$ cat src/rtl/grid_solver_pkg.sv
package grid_solver_pkg;

  typedef enum logic [1:0] {
    S_IDLE,
    S_RUN,
    S_DONE
  } solverState_t;

  // sideband tags that travel beside every beat in the window
  typedef struct packed {
    logic vld;
    logic topRow;
    logic botRow;
    logic leftBeat;
    logic rightBeat;
  } beatTag_t;

  // strobes from the control to the datapath
  typedef struct packed {
    logic     loadPush;
    logic     feedPop;
    logic     shift;
    logic     passEnd;
    logic     clearTotal;
    beatTag_t tag;
  } ctlStrobe_t;

endpackage

$ cat src/rtl/solver_ctl.sv
module solver_ctl
  import grid_solver_pkg::*;
#(
  parameter int ROWS = 6,
  parameter int BPR  = 2
) (
  input  logic       clk,
  input  logic       rstN,
  input  logic       start,
  input  logic       loadValid,
  input  logic       fifoFull,
  input  logic       centreLast,
  input  logic       passZero,
  output ctlStrobe_t strb,
  output logic       busy,
  output logic       done,
  output logic       loadReady
);
  localparam int N   = ROWS * BPR;
  localparam int FW  = $clog2(N + 1);
  localparam int RW  = $clog2(ROWS + 1);
  localparam int CBW = $clog2(BPR + 1);
  localparam logic [FW-1:0]  FEED_END = FW'(N);
  localparam logic [RW-1:0]  ROW_LAST = RW'(ROWS - 1);
  localparam logic [CBW-1:0] COL_LAST = CBW'(BPR - 1);

  solverState_t   st;
  logic [FW-1:0]  feedCnt;
  logic [RW-1:0]  rowIdx;
  logic [CBW-1:0] colIdx;
  logic           feeding;

  assign feeding = (st == S_RUN) && (feedCnt != FEED_END);
  assign busy    = (st == S_RUN);
  assign done    = (st == S_DONE);

  always_comb begin
    strb               = '0;
    loadReady          = (st == S_IDLE) && !fifoFull;
    strb.loadPush      = loadValid && loadReady;
    strb.clearTotal    = (st == S_IDLE) && start && fifoFull;
    strb.shift         = (st == S_RUN);
    strb.passEnd       = (st == S_RUN) && centreLast;
    strb.feedPop       = feeding;
    strb.tag.vld       = feeding;
    strb.tag.topRow    = feeding && (rowIdx == '0);
    strb.tag.botRow    = feeding && (rowIdx == ROW_LAST);
    strb.tag.leftBeat  = feeding && (colIdx == '0);
    strb.tag.rightBeat = feeding && (colIdx == COL_LAST);
  end

  always_ff @(posedge clk) begin
    if (!rstN) begin
      st      <= S_IDLE;
      feedCnt <= '0;
      rowIdx  <= '0;
      colIdx  <= '0;
    end else begin
      unique case (st)
        S_IDLE: begin
          feedCnt <= '0;
          rowIdx  <= '0;
          colIdx  <= '0;
          if (strb.clearTotal) st <= S_RUN;
        end
        S_RUN: begin
          if (centreLast) begin
            feedCnt <= '0;
            rowIdx  <= '0;
            colIdx  <= '0;
            if (passZero) st <= S_DONE;
          end else if (feeding) begin
            feedCnt <= feedCnt + FW'(1);
            if (colIdx == COL_LAST) begin
              colIdx <= '0;
              rowIdx <= rowIdx + RW'(1);
            end else begin
              colIdx <= colIdx + CBW'(1);
            end
          end
        end
        default: st <= S_DONE;
      endcase
    end
  end

  // a start without a full grid leaves the solver idle
  p_start_needs_full_r3: assert property (@(posedge clk) disable iff (!rstN)
    (st == S_IDLE && start && !fifoFull) |=> (st == S_IDLE));

  // the finished state is kept
  p_done_sticky_r6: assert property (@(posedge clk) disable iff (!rstN)
    (st == S_DONE) |=> (st == S_DONE));

  // the datapath sees the last beat only once every data beat has been fed
  p_feed_bound_r7: assert property (@(posedge clk) disable iff (!rstN)
    (st == S_RUN && centreLast) |-> (feedCnt == FEED_END));

endmodule

$ cat src/rtl/solver_dp.sv
module solver_dp
  import grid_solver_pkg::*;
#(
  parameter int ROWS   = 6,
  parameter int BPR    = 2,
  parameter int VEC    = 4,
  parameter int THRESH = 4,
  parameter int TOT_W  = 16
) (
  input  logic             clk,
  input  logic             rstN,
  input  ctlStrobe_t       strb,
  input  logic [VEC-1:0]   loadData,
  output logic             fifoFull,
  output logic             centreLast,
  output logic             passZero,
  output logic [TOT_W-1:0] total
);
  localparam int N     = ROWS * BPR;
  localparam int AW    = $clog2(N);
  localparam int CW    = $clog2(N + 1);
  localparam int DEPTH = 2 * BPR + 3;
  localparam int CTR   = BPR + 1;
  localparam int RCW   = $clog2(VEC + 1);
  localparam logic [AW-1:0] PTR_LAST = AW'(N - 1);
  localparam logic [CW-1:0] CNT_FULL = CW'(N);

  // recirculating queue
  logic [VEC-1:0] mem [N];
  logic [AW-1:0]  rdPtr, wrPtr;
  logic [CW-1:0]  count;
  logic           pushEn, popEn;
  logic [VEC-1:0] pushData, head;

  // sliding window
  logic [VEC-1:0] cellSr [DEPTH];
  beatTag_t       tagSr  [DEPTH];
  beatTag_t       ct;
  logic [VEC+1:0] upW, midW, dnW;
  logic [VEC-1:0] rm, wbCells;
  logic           wbValid;
  logic [RCW-1:0] beatRem;
  logic [TOT_W-1:0] passCnt, passSum;
  logic [DEPTH-1:0] vldVec;

  function automatic logic [AW-1:0] nextPtr(input logic [AW-1:0] p);
    if (p == PTR_LAST) return '0;
    return p + AW'(1);
  endfunction

  function automatic logic [VEC+1:0] edgeRow(input logic [VEC-1:0] l, input logic [VEC-1:0] m,
                                             input logic [VEC-1:0] r, input logic useL,
                                             input logic useR);
    return {r[0] & useR, m, l[VEC-1] & useL};
  endfunction

  assign head     = mem[rdPtr];
  assign popEn    = strb.feedPop;
  assign pushEn   = strb.loadPush | wbValid;
  assign pushData = strb.loadPush ? loadData : wbCells;
  assign fifoFull = (count == CNT_FULL);

  always_ff @(posedge clk) begin
    if (pushEn) mem[wrPtr] <= pushData;
  end

  always_ff @(posedge clk) begin
    if (!rstN) begin
      rdPtr <= '0;
      wrPtr <= '0;
      count <= '0;
    end else begin
      if (pushEn) wrPtr <= nextPtr(wrPtr);
      if (popEn)  rdPtr <= nextPtr(rdPtr);
      unique case ({pushEn, popEn})
        2'b10:   count <= count + CW'(1);
        2'b01:   count <= count - CW'(1);
        default: count <= count;
      endcase
    end
  end

  always_ff @(posedge clk) begin
    if (!rstN || strb.passEnd) begin
      for (int k = 0; k < DEPTH; k++) begin
        cellSr[k] <= '0;
        tagSr[k]  <= '0;
      end
    end else if (strb.shift) begin
      cellSr[0] <= popEn ? head : '0;
      tagSr[0]  <= strb.tag;
      for (int k = 1; k < DEPTH; k++) begin
        cellSr[k] <= cellSr[k-1];
        tagSr[k]  <= tagSr[k-1];
      end
    end
  end

  assign ct      = tagSr[CTR];
  assign wbValid = ct.vld;

  always_comb begin
    upW  = ct.topRow ? '0 : edgeRow(cellSr[2*BPR+2], cellSr[2*BPR+1], cellSr[2*BPR],
                                    !ct.leftBeat, !ct.rightBeat);
    midW = edgeRow(cellSr[BPR+2], cellSr[BPR+1], cellSr[BPR], !ct.leftBeat, !ct.rightBeat);
    dnW  = ct.botRow ? '0 : edgeRow(cellSr[2], cellSr[1], cellSr[0],
                                    !ct.leftBeat, !ct.rightBeat);
  end

  for (genvar i = 0; i < VEC; i++) begin : g_cell
    assign rm[i] = midW[i+1] &&
                   ($countones({upW[i+2:i], midW[i], midW[i+2], dnW[i+2:i]}) < THRESH);
  end

  assign wbCells    = cellSr[CTR] & ~rm;
  assign beatRem    = ct.vld ? RCW'($countones(rm)) : '0;
  assign passSum    = passCnt + TOT_W'(beatRem);
  assign passZero   = (passSum == '0);
  assign centreLast = ct.vld && ct.botRow && ct.rightBeat;

  always_ff @(posedge clk) begin
    if (!rstN) begin
      passCnt <= '0;
      total   <= '0;
    end else if (strb.clearTotal) begin
      passCnt <= '0;
      total   <= '0;
    end else if (strb.passEnd) begin
      passCnt <= '0;
      total   <= total + passSum;
    end else if (wbValid) begin
      passCnt <= passSum;
    end
  end

  always_comb begin
    for (int k = 0; k < DEPTH; k++) vldVec[k] = tagSr[k].vld;
  end

  // the queue never takes more than one grid
  p_no_overflow_r2: assert property (@(posedge clk) disable iff (!rstN)
    (pushEn && !popEn) |-> (count != CNT_FULL));

  // a sweep only pulls beats that exist
  p_no_underflow_r5: assert property (@(posedge clk) disable iff (!rstN)
    popEn |-> (count != '0));

  // nothing of a finished sweep remains in the window
  p_window_flush_r8: assert property (@(posedge clk) disable iff (!rstN)
    strb.passEnd |=> (vldVec == '0));

endmodule

$ cat src/rtl/grid_solver.sv
module grid_solver
  import grid_solver_pkg::*;
#(
  parameter int ROWS   = 6,
  parameter int COLS   = 8,
  parameter int VEC    = 4,
  parameter int THRESH = 4,
  parameter int TOT_W  = 16
) (
  input  logic             clk,
  input  logic             rstN,
  input  logic             loadValid,
  input  logic [VEC-1:0]   loadData,
  output logic             loadReady,
  input  logic             start,
  output logic             busy,
  output logic             done,
  output logic [TOT_W-1:0] total
);
  localparam int BPR = COLS / VEC;

  ctlStrobe_t strb;
  logic       fifoFull, centreLast, passZero;

  solver_ctl #(.ROWS(ROWS), .BPR(BPR)) u_ctl (
    .clk(clk), .rstN(rstN), .start(start), .loadValid(loadValid),
    .fifoFull(fifoFull), .centreLast(centreLast), .passZero(passZero),
    .strb(strb), .busy(busy), .done(done), .loadReady(loadReady)
  );

  solver_dp #(.ROWS(ROWS), .BPR(BPR), .VEC(VEC), .THRESH(THRESH), .TOT_W(TOT_W)) u_dp (
    .clk(clk), .rstN(rstN), .strb(strb), .loadData(loadData),
    .fifoFull(fifoFull), .centreLast(centreLast), .passZero(passZero), .total(total)
  );

  // the reported total is frozen once finished
  p_total_stable_r6: assert property (@(posedge clk) disable iff (!rstN)
    done |=> $stable(total));

endmodule

$ cat config.mk
export PLATFORM = sky130hd
export DESIGN_NAME = grid_solver
export DESIGN_NICKNAME = d
export VERILOG_FILES = /design/src/rtl/grid_solver_pkg.sv /design/src/rtl/solver_ctl.sv /design/src/rtl/solver_dp.sv /design/src/rtl/grid_solver.sv
export SDC_FILE = /design/constraint.sdc
export NUM_CORES = 1
export LEC_CHECK = 0
export ABC_CLOCK_PERIOD_IN_PS = 20300
export BUFFER_PORTS_ARGS = -buffer_cell sky130_fd_sc_hd__buf_2
export CAP_MARGIN = 20
export CORE_MARGIN = 2
export CORE_UTILIZATION = 30
export CTS_BUF_LIST = sky130_fd_sc_hd__clkbuf_4 sky130_fd_sc_hd__clkbuf_8
export DETAILED_ROUTE_END_ITERATION = 10
export HOLD_SLACK_MARGIN = 0.15
export SYNTH_ARGS = -nofsm -noshare
export SYNTH_HDL_FRONTEND = slang
export SYNTH_SLANG_ARGS = --single-unit
export TNS_END_PERCENT = 20
$ cat constraint.sdc
create_clock -name clk -period 20.3 [get_ports clk]
set_clock_uncertainty 0.1 [all_clocks]
set_input_delay 2.03 -clock clk [delete_from_list [all_inputs] [get_ports clk]]
set_output_delay 2.03 -clock clk [all_outputs]
set_load 0.005 [all_outputs]
## Word-level counts from Yosys, hierarchy flattened

Memories as Yosys holds them, arrays and structs flattened. A register that Yosys moved wholly into a read port is not among the register bits.
Index checks and enable logic that the tools add are counted.

- Register bits after elaboration: 55
- Output and inout bits: 19
- Memory bits (writable): 111
- Memories kept: 3

- Equality and inequality tests: 15
- Bitwise logic cells: 24
- Muxes and demuxes: 54
- Order comparisons: 4
- Reductions and logical operators: 32
- Add/sub/neg operators: 40

Memories:

| memory | words | bits a word | read ports | clocked after Yosys merged registers in | write ports | RTL line | source |
|---|---|---|---|---|---|---|---|
| u_dp.mem | 12 | 4 | 1 | 1 | 1 | solver_dp.sv:29 | `logic [VEC-1:0] mem [N];` |
| u_dp.tagSr | 7 | 5 | 6 | 0 | 7 | solver_dp.sv:37 | `beatTag_t tagSr [DEPTH];` |
| u_dp.cellSr | 7 | 4 | 7 | 0 | 7 | solver_dp.sv:36 | `logic [VEC-1:0] cellSr [DEPTH];` |

Operators with widths:

| operator | count |
|---|---|
| $add 32x32->32 | 12 |
| $lt 32x4->1 const B | 4 |
| $mux 4 | 17 |
| $add 1x1->2 | 18 |
| $mux 5 | 7 |
| $add 16x16->16 | 1 |
| $add 16x3->16 | 1 |
| $add 4x1->4 const B | 4 |
| $logic_and 1x1->1 | 16 |
| $logic_not 16->1 | 1 |
| $pmux 4 s2 | 2 |
| $or 1x1->1 | 15 |
| $mux 1 | 13 |
| $eq 4x4->1 const B | 3 |
| $mux 2 | 6 |
| $mux 3 | 4 |
| $mux 6 | 2 |
| $pmux 2 s2 | 2 |
| $and 1x1->1 | 6 |
| $eq 2x1->1 const B | 3 |
| $ne 3x1->1 const B | 2 |
| $pmux 3 s2 | 1 |
| $reduce_and 3->1 | 2 |
| $and 4x4->4 | 1 |
| 19 further kinds | 26 |

## Longest topological paths before layout

An unclocked memory read counts as a cell.

- Depth after elaboration: 17
- Depth in mapped cells: 30
- Mapped depth without buffers: 29

## Hierarchy

From an unflattened synthesis, not the netlist that was laid out.

- Cells, all modules: 734
- Area, all modules: 8010.2 um^2

Modules (own cells, without submodules):

| module | sequential area each (um^2) | cells an instance | instances | area an instance (um^2) |
|---|---|---|---|---|
| solver_dp | 3753.6 | 655 | 1 | 7350.8 |
| solver_ctl | 220.2 | 79 | 1 | 659.4 |

## Worst setup path before layout

OpenSTA, ideal clock, no wires.

- Path type: reg2reg
- From: memory u_dp.tagSr[0][17] (netlist name)
- To: register u_dp.total[15]
- Buffers on the path: 0
- Required time: 20142 ps
- Arrival time: 6480 ps
- Slack: 13662 ps
- Stages on the path, launching flop included: 26
- Library setup time: 58 ps
- Path through: edfxtp_1 nor3b_1 ha_1 fa_1 fa_1 and3b_1 fa_1 nor3b_1 ha_1 ha_1 inv_1 fa_1 nor2b_1 fa_1 a21oi_1 nor3b_2 nand2_1 xnor2_1 ha_1 a211oi_1 nor2_1 a211oi_1 a21oi_1 or4_4 a211o_1 nand2_1

RTL lines:

| what | RTL line | source |
|---|---|---|
| start: declaration | solver_dp.sv:37 |  |
| end signal: assignment | solver_dp.sv:130 | `total <= total + passSum;` |
| end: declaration | solver_dp.sv:17 | `output logic [TOT_W-1:0] total` |

==> metrics <==
Overall Global Routing Usage 11.40%; gpl congestion 0.8183; CP Class flop to flop; Synth area leaders edfxtp_1, dfxtp_1, ha_1; EDFF count, synth 93; register area 0.003974 mm^2; worst r2r path cells 26; worst r2r dst u_dp.total[15]$_SDFFE_PP0P_; count of cell types in the netlist 61; reg-to-reg startpoint u_dp.tagSr[0][18]$_SDFFCE_PN0P_; postcts setup bufs 0; Slew Limit Fails 0; Rows 60; fin crit period 7.508 ns; FF+latch count, synth 152; Hold Path Depth 2; # setup viols final 0; FMAX 133.2 MHz; overall power 610.0 uW; RSZ-0062 raised after global routing false; Post-synth ARST share 0%; number of global-route vias before repair 5,016; IO Count 27; total global routing overflow 0; ant diodes 0; reg2reg setup slack 12.79 ns; worst-path maximum fanout 8; status completed; DRT Wirelength 15.62 mm; top-area cell type share of the netlist area 33.84%; Yosys top cell by area edfxtp_1; DRC viols 0; initial core utilization 30.62%; commonest cells in the netlist edfxtp_1, dfxtp_1, nand2_1; die extent in y 169.9 um; count leader, synth edfxtp_1; Primary FF master, synth edfxtp_1; P_leak 3.578 nW; Max Cap Violations 0; Die W 169.9 um; layout cells sized above 1 11.48%; mapped cell area 0.008253 mm^2; Post-DRT Antenna Nets 0; path category of the worst min-delay check flop to flop; Final TNS setup 0 ns; crit-path most repeated cell fa_1; Hold Fails Final Rpt 0; H-tree depth 4; syn_nets 824; first-pass GRT wire length 25.97 mm; fill cell count 2,651; first-pass detailed-route iteration total 4; max_slew headroom 38.28%; post-cts sizing count 0; Layout area overhead 10.79%; Num CTS Buffers 17; CP startpoint kind flop; vias per cell 4.716; Worst setup EP type flop; Die Footprint 0.02885 mm^2; Slowest Stage Delay on Critical Path 0.55 ns; Power Dens Cells 66.71 mW/mm^2; Seq/Total Area, Yosys 48.15%; CTS Buffer Depth 2; DR iter-0 viols 313; CTS Hold Buffers Added 0; maximum vdd ir drop 0.00004144 V; Syn Inst Count 745; nets 841; Core Region 0.02695 mm^2; largest net degree at the start of global routing 46; part of the cycle the worst path needs 36.99%; Clk pin slew, worst setup/hold paths 0.10 ns; Worst-Margin Slew 0.9173 ns; Hold EP u_dp.total[6]$_SDFFE_PP0P_; CTS tree done; Worst EP arrival 7.81 ns; routed via count 5,263; clk root buf clkbuf_8; Multi-input gate area 0.003984 mm^2; initial antenna violation count 0; Worst path slowest cell fa_1; clock sinks 152; Avg WL per Cell 13.99 um; worst skew pair latency 0.46 ns; Port Buffers 26; worst hold start u_dp.total[6]$_SDFFE_PP0P_; Worst EP required 20.61 ns; Avg Cell Area, Syn 11.08 um^2; Syn. warnings 0; HPWL after DPL 11.33 mm
## cell usage in the layout (no fill, tap or decap), types with 6 or more instances in the layout
| cell | Yosys | final |
|---|---|---|
| edfxtp_1 | 93 | 93 |
| dfxtp_1 | 59 | 59 |
| nand2_1 | 57 | 56 |
| nor2_1 | 55 | 55 |
| and2_1 | 51 | 51 |
| ha_1 | 51 | 51 |
| a21oi_1 | 38 | 38 |
| inv_1 | 35 | 35 |
| buf_2 | 6 | 26 |
| xnor2_1 | 24 | 24 |
| xor2_1 | 23 | 23 |
| nand3_1 | 21 | 21 |
| nor2b_1 | 20 | 20 |
| fa_1 | 20 | 20 |
| clkbuf_8 | 0 | 17 |
| nor3_1 | 13 | 13 |
| o21ai_0 | 13 | 13 |
| and3_1 | 12 | 12 |
| mux4_2 | 12 | 12 |
| nor3b_1 | 10 | 10 |
| mux2i_1 | 10 | 10 |
| nand4_1 | 7 | 7 |
| a211oi_1 | 7 | 7 |
| clkinv_8 | 0 | 7 |
| a21o_1 | 6 | 6 |
| o211ai_1 | 6 | 6 |
| o21a_1 | 6 | 6 |
| inv_8 | 0 | 6 |
## registers in the layout, indices dropped and copies added (netlist names), named ones only
signal / cells
u_dp.wrPtr: 4
u_dp.cellSr: 25
u_dp.total: 16
u_dp.passCnt: 16
u_dp.tagSr: 20
u_dp.mem: 48
u_dp.rdPtr: 4
u_ctl.rowIdx: 3
u_ctl.st: 2
u_ctl.colIdx: 2
u_dp.count: 4
u_ctl.feedCnt: 4
## worst max-delay path, delay by kind of cell, from the launching register on
family | cells | cell delay (ns)
xor+xnor | 1 | 0.17
compound gates | 5 | 1.22
fa+ha+maj | 9 | 3.23
simple gates | 10 | 2.19
flops | 1 | 0.48
buf+inv | 1 | 0.06
## cell families after synthesis
group | Yosys count | synth area share [%]
adders and majority gates | 71 | 12.58
AOI/OAI and AO/OA | 109 | 8.611
xor gates and xnor gates | 47 | 4.988
muxes | 22 | 4.488
and+or+nand+nor | 273 | 17.51
DFF | 152 | 48.15
buffers and inverters | 71 | 3.669
## through the flow
step | utilization, % | hold slack, ns | setup slack [ns] | std cells | cell area (um^2)
after floorplan | - | 0.3498 | 13.66 | 745 | 8253
after global placement | 32.23 | 0.3628 | 12.93 | 1082 | 8687
final | 33.93 | 0.3825 | 12.79 | 1116 | 9144
after detailed placement | 32.23 | 0.3705 | 12.83 | 1082 | 8687
after CTS | 33.83 | 0.3894 | 12.78 | 1114 | 9119
after global routing | 33.93 | 0.4025 | 12.26 | 1116 | 9144
## where the power goes
part	switching (mW)	total, mW	internal (mW)
sequential	0.00378	0.337	0.334
clock	0.144	0.240	0.0964
combinational	0.0196	0.0324	0.0128
total	0.167	0.610	0.443
## final cells by class
cell class,instances,area share (%)
clock inverter,15,2.162
inverter,36,1.478
timing repair buffer,33,2.107
tap,341,4.666
multi-input combinational,522,43.57
sequential,152,43.46
clock buffer,17,2.559
## layer usage
metal	global-route usage [%]	vias up	wire, um
met5	0	-	0
met4	3.567	0	177
met3	2.372	13	490
met2	19.13	77	7677
met1	14.77	2507	7272
li1	-	2666	-
## worst max path at each step
| stage | from | depth (start not counted) | endpoint | slack [ns] |
|---|---|---|---|---|
| floorplan | u_dp.tagSr[0][17]$_SDFFCE_PN0P_ | 25 | u_dp.total[15]$_SDFFE_PP0P_ | 13.66 |
| detailed placement | u_dp.tagSr[0][18]$_SDFFCE_PN0P_ | 26 | u_dp.total[15]$_SDFFE_PP0P_ | 12.83 |
| global route | u_dp.tagSr[0][18]$_SDFFCE_PN0P_ | 26 | u_dp.total[15]$_SDFFE_PP0P_ | 12.26 |
| finish | u_dp.tagSr[0][18]$_SDFFCE_PN0P_ | 26 | u_dp.total[15]$_SDFFE_PP0P_ | 12.79 |
| global placement | u_dp.tagSr[0][17]$_SDFFCE_PN0P_ | 25 | u_dp.total[15]$_SDFFE_PP0P_ | 12.93 |
| CTS | u_dp.tagSr[0][18]$_SDFFCE_PN0P_ | 26 | u_dp.total[15]$_SDFFE_PP0P_ | 12.78 |
Note: power is estimated with default switching activity, not from simulation.
